**src/rtl/irq_cause_agg.sv**
```systemverilog
module irq_cause_agg #(
  parameter int W = 32
) (
  input  logic         clk,
  input  logic         rst_n,
  input  logic [4:0]   addr,
  input  logic         wr_en,
  input  logic [W-1:0] wr_data,
  input  logic         rd_en,
  output logic [W-1:0] rd_data,
  input  logic [W-1:0] evt_rx,
  input  logic [W-1:0] evt_tx,
  input  logic [W-1:0] evt_misc,
  output logic         irq
);
  localparam int NB = 3;
  localparam logic [2:0] OFF_CAUSE = 3'd0;
  localparam logic [2:0] OFF_MSET  = 3'd1;
  localparam logic [2:0] OFF_MCLR  = 3'd2;
  localparam logic [2:0] OFF_MVIEW = 3'd3;
  localparam logic [2:0] OFF_MODE  = 3'd4;
  localparam logic [1:0] GRP_SUM   = 2'd3;

  logic [W-1:0]  cause [NB];
  logic [W-1:0]  mask  [NB];
  logic [W-1:0]  evt   [NB];
  logic [NB-1:0] mode, pend, sum, smask;

  wire [1:0] grp = addr[4:3];
  wire [2:0] off = addr[2:0];

  assign evt[0] = evt_rx;
  assign evt[1] = evt_tx;
  assign evt[2] = evt_misc;

  for (genvar b = 0; b < NB; b++) begin : g_bank
    wire sel   = (grp == 2'(b));
    wire w_hit = wr_en && sel;
    wire c_hit = sel && (off == OFF_CAUSE);
    wire [W-1:0] clr = (!mode[b] && wr_en && c_hit) ? wr_data :
                       ( mode[b] && rd_en && c_hit) ? cause[b] : '0;

    always_ff @(posedge clk or negedge rst_n) begin
      if (!rst_n) begin
        cause[b] <= '0;
        mask[b]  <= '1;
        mode[b]  <= 1'b0;
      end else begin
        cause[b] <= (cause[b] & ~clr) | evt[b];
        if (w_hit && off == OFF_MSET)      mask[b] <= mask[b] | wr_data;
        else if (w_hit && off == OFF_MCLR) mask[b] <= mask[b] & ~wr_data;
        if (w_hit && off == OFF_MODE)      mode[b] <= wr_data[0];
      end
    end

    assign pend[b] = |(cause[b] & ~mask[b]);
  end

  wire sum_rd = rd_en && grp == GRP_SUM && off == 3'd0;
  wire smk_wr = wr_en && grp == GRP_SUM && off == 3'd1;

  always_ff @(posedge clk or negedge rst_n) begin
    if (!rst_n) begin
      sum   <= '0;
      smask <= '1;
    end else begin
      sum <= (sum & ~(sum_rd ? sum : '0)) | pend;
      if (smk_wr) smask <= wr_data[NB-1:0];
    end
  end

  assign irq = |(sum & ~smask);

  always_comb begin
    rd_data = '0;
    if (rd_en) begin
      if (grp == GRP_SUM) begin
        if (off == 3'd0)      rd_data = {{(W-NB){1'b0}}, sum};
        else if (off == 3'd1) rd_data = {{(W-NB){1'b0}}, smask};
      end else begin
        for (int b = 0; b < NB; b++) begin
          if (grp == 2'(b)) begin
            case (off)
              OFF_CAUSE: rd_data = cause[b];
              OFF_MSET:  rd_data = mask[b];
              OFF_MVIEW: rd_data = cause[b] & ~mask[b];
              OFF_MODE:  rd_data = {W{mode[b]}};
              default:   rd_data = '0;
            endcase
          end
        end
      end
    end
  end
endmodule

```
**config.mk**
```make
export PLATFORM = sky130hd
export DESIGN_NAME = irq_cause_agg
export DESIGN_NICKNAME = d
export VERILOG_FILES = /design/src/rtl/irq_cause_agg.sv
export SDC_FILE = /design/constraint.sdc
export NUM_CORES = 1
export LEC_CHECK = 0
export CORE_MARGIN = 5
export CORE_UTILIZATION = 35
export DETAILED_ROUTE_END_ITERATION = 6
export GPL_TIMING_DRIVEN = 0
export PLACE_DENSITY = 0.62
export SYNTH_ARGS = -nofsm -noshare
export SYNTH_HDL_FRONTEND = slang
export SYNTH_SLANG_ARGS = --single-unit
```
**constraint.sdc**
```tcl
create_clock -name clk -period 4.2 [get_ports clk]
set_clock_uncertainty 0.2 [all_clocks]
set_input_delay 0.84 -clock clk [delete_from_list [all_inputs] [get_ports clk]]
set_output_delay 0.84 -clock clk [all_outputs]
set_load 0.005 [all_outputs]
```
# Word level (Yosys, flattened, before mapping)
# Cells that the tools add are included.
totals:
  register_bits: 201
  input_bits: 137
  out_inout_bits: 33
op_classes:
  eq_ne: 7
  n_mux: 23
  bitwise_logic: 27
  reduce_logical: 43
op_table:
  columns: ["cell", "n"]
  rows:
  - ["2-to-1 mux 32 bit", 17]
  - ["one-hot mux 32 bit (4 select lines)", 3]
  - ["AND 32 bit", 9]
  - ["inverter 32 bit", 7]
  - ["OR 32 bit", 6]
  - ["OR reduction 32 bit", 3]
  - ["logical AND 1 bit", 31]
  - ["2-to-1 mux 3 bit", 3]
  - ["AND 3 bit", 2]
  - ["== test 3 x 2 -> 1 bit (second input constant)", 2]
  - ["inverter 3 bit", 2]
  - ["nonzero test 2 bit", 3]
  - ["== test 2 bit (second input constant)", 2]
  - ["== test 3 x 1 -> 1 bit (second input constant)", 1]
  - ["== test 3 bit (second input constant)", 1]
  - ["logical NOT 1 bit", 3]
  - ["logical NOT 3 bit", 1]
  - ["OR 3 bit", 1]
  - ["OR reduction 3 bit", 1]
  - ["== test 2 x 1 -> 1 bit (second input constant)", 1]
  - ["logical NOT 2 bit", 1]

# Longest topological paths before layout
# Gate-level depths: netlist of the first run.
logic_depth:
  depth_word: 8
  depth_mapped: 9

# Least setup slack after synthesis of the first run
# OpenSTA, ideal clock, no wires.
synth_path:
  kind: "input-to-output"
  from: "input port addr[1]"
  to: "output port rd_data[11]"
  t_arrival_ns: 2.273
  required_ns: 3.160
  path_slack_ns: 0.887
  stages: 9
  path_cell_list: "buf_2 -> nor3b_4 -> and2_1 -> buf_4 -> nand2b_1 -> buf_4 -> buf_6 -> a21oi_1 -> nor4_1"
synth_between:
  elab_chain_cells: 7
  word_cells_on_any_way: 12
  cone_classes: "3 x eq/ne; 8 x mux; 1 x reduce/logical"
synth_rtl:
  columns: ["element", "line", "rtl"]
  rows:
  - ["start: declaration", "6", "input logic [4:0] addr,"]
  - ["== test 3 bit (tied with other cells)", "83", "case (off)"]
  - ["one-hot mux 32 bit (4 select lines)", "83", null]
  - ["2-to-1 mux 32 bit (2 in a row)", "82", "if (grp == 2'(b)) begin"]
  - ["2-to-1 mux 32 bit *", "82", null]
  - ["2-to-1 mux 32 bit *", "77", "if (grp == GRP_SUM) begin"]
  - ["2-to-1 mux 32 bit *", "76", "if (rd_en) begin"]
  - ["end: declaration", "10", "output logic [W-1:0] rd_data,"]
# Mark *: on every way between the ends. The rest lies on a longest branch, timed or not.

# Worst setup path in the final report of the first run
layout_path:
  from: "input port addr[1]"
  to: "output port rd_data[13]"
# Same word-level chain as after synthesis.

==> flow_summary.json, run 1 <==
{
  "status": "finished with violations",
  "violations": "negative setup slack",
  "cts-root-buf": "clkbuf_16",
  "synth-xor-area-share": 0.000747,
  "path_common_cell": "o22ai_1",
  "rows": 67,
  "syn-cell-area_mm2": 0.0117,
  "wire_per_inst_um": 26.7,
  "yosys.area_share.simple": 0.165,
  "finalSetupViolCount": 1,
  "critPathKind": "input pin to primary output",
  "rr_worst_depth": 4,
  "clk_latency_ns": 0.52,
  "ios": 170,
  "cts_tree": "done",
  "place_ws_ns": -0.944,
  "crit_path_cell_trace": "buf_2 > clkbuf_1 > clkbuf_2 > o22ai_1 > o22ai_1 > o22ai_1 > clkdlybuf4s50_1",
  "hold_viol_final": 0,
  "regToRegEndpoint": "cause[21]",
  "overflow": 0,
  "crit_required_ns": 3.16,
  "ant_nets": 0,
  "yosys.area.top_type": "dfstp_2",
  "layout_common_cells": "203 x nand2_1, 125 x clkdlybuf4s50_1, 102 x dfrtp_1",
  "routed_wirelength_um": 50200,
  "io_buffer_count": 135,
  "dpl.hpwl_um": 36100,
  "cpMaxStageDelayCell": "clkbuf_1",
  "ys_top_cells_by_area": "dfstp_2 22%, dfrtp_1 22%, mux2i_1 8.1%",
  "clock_path_buffers": 3,
  "fin_nets": 1552,
  "arrival_ns": 3.16,
  "final_common_cell": "nand2_1",
  "synth_cell_types": 49,
  "peakVddDrop_mv": 0.242,
  "drv_slew": 0,
  "slowest_delay_ns": 0.56,
  "setup_ws_ns": -0.00229,
  "first_pass_iters": 6,
  "die_h_um": 193,
  "slew_headroom": 0.320,
  "ys_warn_count": 0,
  "synth_compound_area_frac": 0.260,
  "grt_max_degree": 105,
  "max_freq_mhz": 238,
  "avgSynthCellArea_um2": 9.40,
  "seq_area_frac_synth": 0.439,
  "synth_top_family_by_area": "compound AO/OA/AOI/OAI gates",
  "hold_buffers": 0,
  "synth_fa_ha_area_frac": 0,
  "worst_pin_slew_ns": 1.01,
  "ff2ff_setup_slack_ns": 1.72,
  "cts_num_sinks": 201,
  "rsz0062_at_grt": "true",
  "synth_seq_cells": 201,
  "floorplan.die_area_mm2": 0.0373,
  "avgViaCountPerCell": 6.06,
  "core-area_mm2": 0.0333,
  "synth_mux_area_frac": 0.0878,
  "ys_async_sr_fraction": 1.00,
  "maxCapViolCount": 0,
  "htreeDepth": 1,
  "area_delta_synth_final_pct": 25.3,
  "synth_top_area_frac": 0.222,
  "vias": 11400,
  "synth_ff_type": "dfrtp_1",
  "grt_pass1_wl_um": 72600,
  "gp_congestion": 0.992,
  "postSynthCellCount": 1248,
  "grtUsageTotal": 0.262,
  "critical_path_peak_fanout": 10,
  "min_period_ns": 4.20,
  "numCtsBuffers": 25,
  "drc": 0,
  "grt_pass1_vias": 11000,
  "drive_above_1_share": 0.214,
  "hp-class": "input pin to asynchronous set/reset pin",
  "drtIter0Drc": 1152,
  "worstSetupStartpointType": "input pin",
  "grt_antenna_before_repair": 1,
  "cp-end-kind": "primary output",
  "power_density_mw_per_mm2": 397,
  "finalCritPeriodShare": 1.00,
  "start_util": 0.352,
  "power.total_mw": 5.84,
  "syn_nets": 1385,
  "synth_edf_count": 0,
  "timing.rr.start": "mode[2]",
  "p_leak_nw": 5.66,
  "clkTransAtPathRegs_ns": 0.06,
  "die_width_um": 193
}
-- cell type report --
cell class                 count  area, um^2
inverter                      11        41.3
timing repair buffer         141        1440
fill                        3238       18600
clock buffer                  34         689
clock inverter                11         136
antenna                        1        2.50
buffer                       124         567
multi-input combinational    911        6110
sequential                   201        5150
tap                          448         561
-- worst max-delay path: cells and delay by family --
family                 cells  cell delay (ns)
AOI/OAI and AO/OA          3             0.62
buffers and inverters      4             1.70
-- cell families (layout without fill, tap and decap cells) --
group | Yosys count | after routing
compound gates | 416 | 416
xor+xnor | 1 | 1
buf+inv | 136 | 321
flops | 201 | 201
mux | 102 | 102
other cells | 0 | 1
simple gates | 392 | 392
-- timing repair --
action	in CTS	in global routing
endpoints found under the hold margin	0	0
pin swaps	10	7
gates resized for setup	32	42
setup endpoints to repair	32	23
buffers inserted	4	1
-- per-stage QoR --
step | TNS [ns] | utilization | std cells | instance area (um^2) | hold slack (ns)
finish | -0.00229 | 0.442 | 1882 | 14700 | 0.174
global route | -0.0731 | 0.442 | 1881 | 14700 | 0.233
CTS | -0.121 | 0.439 | 1881 | 14600 | 0.203
detailed placement | -18.96 | 0.411 | 1832 | 13700 | 0.312
global placement | -1099.67 | 0.410 | 1831 | 13600 | 0.309
floorplan | 0 | - | 1248 | 11700 | 0.281
-- metal layers --
| layer | global-route usage | vias up | routed length, um |
|---|---|---|---|
| li1 | - | 4996 | - |
| met1 | 0.373 | 5641 | 21900 |
| met2 | 0.401 | 662 | 21800 |
| met3 | 0.0594 | 115 | 4840 |
| met4 | 0.0763 | 0 | 1660 |
| met5 | 0 | - | 0 |
-- how the worst max path moves through the flow --
stage	depth (start not counted)	startpoint	endpoint
floorplan	9	addr[1]	rd_data[11]
global placement	1	rst_n	cause[68]
detailed placement	8	addr[3]	rd_data[27]
CTS	8	addr[0]	rd_data[27]
global route	10	addr[2]	rd_data[6]
finish	7	addr[1]	rd_data[13]
-- report_power, final --
part           internal [mW]  switching (mW)
sequential              2.27           0.173
clock                   1.33           0.876
combinational          0.549           0.634
-- synthesized netlist by cell type (3+ instances only) --
cell type,instances
nand2b_1,95
o221ai_1,3
o22a_1,7
buf_2,25
nand3_1,10
o22ai_1,96
nor4_2,3
a31o_1,15
inv_1,10
a22oi_1,3
clkbuf_1,90
a21oi_1,75
nor2_1,15
o211ai_1,3
and3_1,9
nand4_1,19
mux2_2,7
nand2_1,204
dfstp_2,99
dfrtp_1,102
a22o_1,96
a31o_2,81
o21ai_0,18
buf_1,7
nor3_1,6
o2111ai_1,6
o32a_1,4
mux2i_1,95
nor4_1,17
Power figures use the tool's default switching activity.
==> run 2, diff against run 1 <==
--- a/config.mk
+++ b/config.mk
@@ -8,6 +8,7 @@
 export CORE_MARGIN = 5
 export CORE_UTILIZATION = 35
 export DETAILED_ROUTE_END_ITERATION = 6
+export GPL_ROUTABILITY_DRIVEN = 0
 export GPL_TIMING_DRIVEN = 0
 export PLACE_DENSITY = 0.62
 export SYNTH_ARGS = -nofsm -noshare
==> run 2 against run 1 <==
Sequential cell count is the same. Final area shrank 0.10%. Sequential share of layout area is essentially flat. Global-route usage shrank 1.1 points. Sequential power is essentially flat. Die area is the same. The flow now finishes without violations. First-iteration DRC count grew 17%. Register-to-register slack gained 0.04 ns. Fmax grew 0.63%. Via count grew 0.25%. Largest power group unchanged.
==> flow_summary.json, run 2 (synthesis gave the netlist of run 1 again) <==
{
  "status": "finished, final reports clean",
  "first_pass_iters": 6,
  "dpl-instance-area_mm2": 0.0137,
  "cts_num_sinks": 201,
  "finalSetupViolCount": 0,
  "final_common_cell": "nand2_1",
  "worst_pin_slew_ns": 0.909,
  "drive_above_1_share": 0.217,
  "cts-root-buf": "clkbuf_16",
  "core-area_mm2": 0.0333,
  "fin_nets": 1553,
  "arrival_ns": 3.14,
  "max_freq_mhz": 239,
  "grt_antenna_before_repair": 2,
  "met3_usage": 0.0567,
  "die_h_um": 193,
  "overflow": 0,
  "drc": 0,
  "p_leak_nw": 5.68,
  "rr_worst_depth": 4,
  "grtUsageTotal": 0.251,
  "clkTransAtPathRegs_ns": 0.06,
  "peakVddDrop_mv": 0.253,
  "floorplan.die_area_mm2": 0.0373,
  "grt.busiest_layer": "met2",
  "min_period_ns": 4.18,
  "regArea_mm2": 0.00515,
  "fill_cells": 3246,
  "numCtsBuffers": 24,
  "clk_latency_ns": 0.54,
  "grt_pass1_vias": 11200,
  "die_width_um": 193,
  "slowest_delay_ns": 0.57,
  "avgViaCountPerCell": 6.08,
  "routed_wirelength_um": 48400,
  "grtUsageMet1": 0.346,
  "regToRegEndpoint": "cause[75]",
  "cp-end-kind": "primary output",
  "timing.rr.start": "mode[0]",
  "critPathKind": "input pin to primary output",
  "area_delta_synth_final_pct": 25.2,
  "crit_path_cell_trace": "dlygate4sd2_1 > nand2b_1 > clkbuf_1 > or2_2 > o22ai_1 > clkdlybuf4s50_1",
  "drtIter0Drc": 1345,
  "final_util": 0.441,
  "grt_max_degree": 105,
  "finish.instance_area_mm2": 0.0147,
  "multi_input_area_mm2": 0.00612,
  "gr-usage-met2": 0.380,
  "crit_required_ns": 3.16,
  "ios": 170,
  "cts_tree": "done",
  "dp_cells": 1832,
  "finalSetupTns_ns": 0,
  "wire_per_inst_um": 25.7,
  "hp-class": "input pin to asynchronous set/reset pin",
  "grt_pass1_wl_um": 70600,
  "finalCritPeriodShare": 0.994,
  "finalNonFillerCells": 1883,
  "ant_nets": 0,
  "worstSetupStartpointType": "input pin",
  "rows": 67,
  "hold_viol_final": 0,
  "drv_slew": 0,
  "layout_common_cells": "203 x nand2_1, 120 x clkdlybuf4s50_1, 102 x dfrtp_1",
  "start_util": 0.352,
  "startpoint": "addr[3]",
  "vias": 11400,
  "dpl.hpwl_um": 35100,
  "slew_headroom": 0.389,
  "ff2ff_setup_slack_ns": 1.76,
  "cpMaxStageDelayCell": "clkdlybuf4s50_1",
  "clock_path_buffers": 3,
  "htreeDepth": 1,
  "critical_path_peak_fanout": 10,
  "rsz0062_at_grt": "true",
  "power_density_mw_per_mm2": 391,
  "maxCapViolCount": 0,
  "io_buffer_count": 135
}
[run 2: cell count changes in the layout (fill, tap and decap cells not counted), moves of 2 or more]
cell / change
clkbuf_4: -6
buf_4: +3
dlygate4sd2_1: +6
clkbuf_1: -2
clkdlybuf4s50_1: -5
clkinv_2: +4
[run 2: per-layer routing]
layer,up-vias,share of wire
li1,4988,-
met1,5624,0.42
met2,671,0.43
met3,157,0.10
met4,2,0.053
met5,-,0.00027
[run 2: worst max-delay path: cells and delay by family]
family	cells	cell delay, ns
buffers and inverters	3	1.34
AOI/OAI and AO/OA	1	0.30
and+or+nand+nor	2	0.65
[run 2: timing repair]
item,in CTS,in global routing
hold buffers,0,0
pin swaps,11,8
resized for setup,42,27
buffers inserted,5,1
endpoints found under the setup margin,32,22
[run 2: stage by stage]
stage	setup slack (ns)	total power, mW	hold slack, ns
2_1_floorplan	0.887	3.12	0.281
3_3_place_gp	-6.66	3.57	0.307
3_5_place_dp	-0.873	3.60	0.318
4_1_cts	0.00325	5.72	0.176
5_1_grt	-0.0253	5.94	0.211
6_report	0.0241	5.74	0.135
[run 2: area by class of cell]
class | instances | share of cell area
Inverter | 11 | 0.00281
Multi-Input combinational cell | 911 | 0.417
Clock inverter | 16 | 0.0102
Tap cell | 448 | 0.0382
Timing Repair Buffer | 142 | 0.0981
Antenna cell | 1 | 0.000170
Sequential cell | 201 | 0.351
Buffer | 125 | 0.0385
Clock buffer | 28 | 0.0440
[run 2: worst max path at each step]
stage                   to  cells after the start
2_1_floorplan  rd_data[11]                      9
3_3_place_gp     cause[36]                      1
3_5_place_dp   rd_data[27]                      8
4_1_cts        rd_data[28]                     10
5_1_grt         rd_data[0]                      9
6_report       rd_data[30]                      6
[run 2: report_power, final]
| group | internal [mW] | leakage (nW) | switching [mW] |
|---|---|---|---|
| Clock | 1.23 | 0.397 | 0.885 |
| Sequential | 2.27 | 1.94 | 0.173 |
| Combinational | 0.549 | 3.34 | 0.636 |
| Total | 4.05 | 5.68 | 1.69 |
==> run 3, diff against run 2 <==
--- a/config.mk
+++ b/config.mk
@@ -5,7 +5,7 @@
 export SDC_FILE = /design/constraint.sdc
 export NUM_CORES = 1
 export LEC_CHECK = 0
-export CORE_MARGIN = 5
+export CORE_MARGIN = 3
 export CORE_UTILIZATION = 35
 export DETAILED_ROUTE_END_ITERATION = 6
 export GPL_ROUTABILITY_DRIVEN = 0
==> run 3 against run 2 <==
The run now ends with negative setup slack left. Global-route usage increased by 0.97 points. Fmax decreased by 0.88%. Wire length is 0.76% lower. Non-clock buffer count is 1 higher. Cell count is 0.32% lower. Critical endpoint is now rd_data[28]. Sequential power about the same. Critical path depth up 3. Utilization is 0.50 points higher. Largest power group unchanged. Combinational power hardly changed. Total power fell by 1.4%.
==> flow_summary.json, run 3 (synthesis gave the netlist of run 1 again) <==
{
  "clk_latency_ns": 0.54,
  "crit_required_ns": 3.16,
  "status": "finished with violations",
  "drive_above_1_share": 0.210,
  "numCtsBuffers": 24,
  "regToRegEndpoint": "cause[24]",
  "peakVddDrop_mv": 0.316,
  "max_freq_mhz": 237,
  "routed_wirelength_um": 48000,
  "first_pass_iters": 7,
  "grt_max_degree": 74,
  "overflow": 0,
  "cp-end-kind": "primary output",
  "die_width_um": 189,
  "n_antenna_cell": 0,
  "io_buffer_count": 135,
  "finalCritPeriodShare": 1.00,
  "core-area_mm2": 0.0328,
  "final_common_cell": "nand2_1",
  "wire_per_inst_um": 25.6,
  "worstSetupStartpointType": "input pin",
  "avgViaCountPerCell": 6.04,
  "fill_cells": 3200,
  "grtUsageTotal": 0.261,
  "rsz0062_at_grt": "true",
  "min_period_ns": 4.21,
  "grt_pass1_wl_um": 70900,
  "cts-root-buf": "clkbuf_16",
  "timing.rr.start": "mode[2]",
  "drtIter0Drc": 1375,
  "ios": 170,
  "hp-class": "input pin to asynchronous set/reset pin",
  "maxCapViolCount": 0,
  "cts_tree": "done",
  "dp_cells": 1827,
  "layout_common_cells": "203 x nand2_1, 126 x clkdlybuf4s50_1, 102 x dfrtp_1",
  "die_h_um": 189,
  "p_leak_nw": 5.60,
  "drv_slew": 0,
  "ff2ff_setup_slack_ns": 1.78,
  "ant_nets": 0,
  "violations": "negative setup slack",
  "critical_path_peak_fanout": 10,
  "fin_nets": 1554,
  "hold_viol_final": 0,
  "clock_path_buffers": 3,
  "vias": 11300,
  "dpl.hpwl_um": 35000,
  "htreeDepth": 1,
  "drc": 0,
  "grt_antenna_before_repair": 0,
  "grt_pass1_vias": 11100,
  "power.total_mw": 5.66,
  "finalNonFillerCells": 1877,
  "cts_num_sinks": 201,
  "rows": 66,
  "multi_input_area_mm2": 0.00610,
  "worst_pin_slew_ns": 0.952,
  "finalSetupViolCount": 1,
  "critPathKind": "input pin to primary output",
  "start_util": 0.358,
  "clkTransAtPathRegs_ns": 0.06,
  "startpoint": "addr[2]",
  "arrival_ns": 3.17,
  "slew_headroom": 0.361,
  "setup_ws_ns": -0.0128,
  "regArea_mm2": 0.00515,
  "power_density_mw_per_mm2": 387,
  "area_delta_synth_final_pct": 24.7,
  "rr_worst_depth": 4,
  "floorplan.die_area_mm2": 0.0357
}
==> run 3: metrics by stage <==
stage          instance area [um^2]   util  worst slack (ns)  hold slack, ns  setup TNS, ns
5_1_grt                       14600  0.446           -0.0771          0.0829         -0.126
6_report                      14600  0.446           -0.0128          0.0382        -0.0128
3_5_place_dp                  13700  0.418            -0.955           0.323         -17.09
2_1_floorplan                 11700      -             0.887           0.281              0
4_1_cts                       14600  0.444            0.0204          0.0641              0
3_3_place_gp                  13600  0.416             -6.64           0.313       -1082.36
==> run 3: report_power, final <==
group | internal (mW) | switching, mW | total, mW
clock network | 1.16 | 0.872 | 2.03
registers | 2.27 | 0.170 | 2.44
logic | 0.553 | 0.634 | 1.19
==> run 3: worst max-delay path by stage <==
| stage | slack [ns] | to |
|---|---|---|
| CTS | 0.02 | rd_data[27] |
| global placement | -6.64 | cause[54] |
| global route | -0.08 | rd_data[28] |
| finish | -0.01 | rd_data[28] |
| floorplan | 0.89 | rd_data[11] |
| detailed placement | -0.96 | rd_data[27] |
==> run 3: layout make-up <==
cell class / instances / share of cell area
repair buffers: 143 / 0.100
plain buffers: 125 / 0.0389
clock buffers: 37 / 0.0458
multi-input cells: 911 / 0.417
clock inverters: 7 / 0.00488
flip-flops and latches: 201 / 0.352
well taps: 442 / 0.0378
inverters: 11 / 0.00282
==> run 3: metal layers <==
layer / global-route usage / part of all wire / up-vias
met2: 0.411 / 0.44 / 674
li1: - / - / 4990
met5: 0 / 0 / -
met3: 0.0494 / 0.099 / 133
met1: 0.362 / 0.42 / 5543
met4: 0.0865 / 0.040 / 0
==> run 3: timing repair <==
action / in CTS / in global routing
pin swaps: 9 / 3
endpoints found under the setup margin: 32 / 27
hold buffers: 0 / 0
hold endpoints to repair: 0 / 0
setup buffers: 4 / 2
gates resized for setup: 38 / 32
==> run 3: critical path, cell delays in order <==
cell,delay [ns]
clkdlybuf4s15_2,0.27
nor3b_4,0.29
buf_4,0.16
nand2_1,0.05
nand2_1,0.10
buf_2,0.31
o21ai_0,0.22
nor3_2,0.34
clkdlybuf4s50_1,0.57
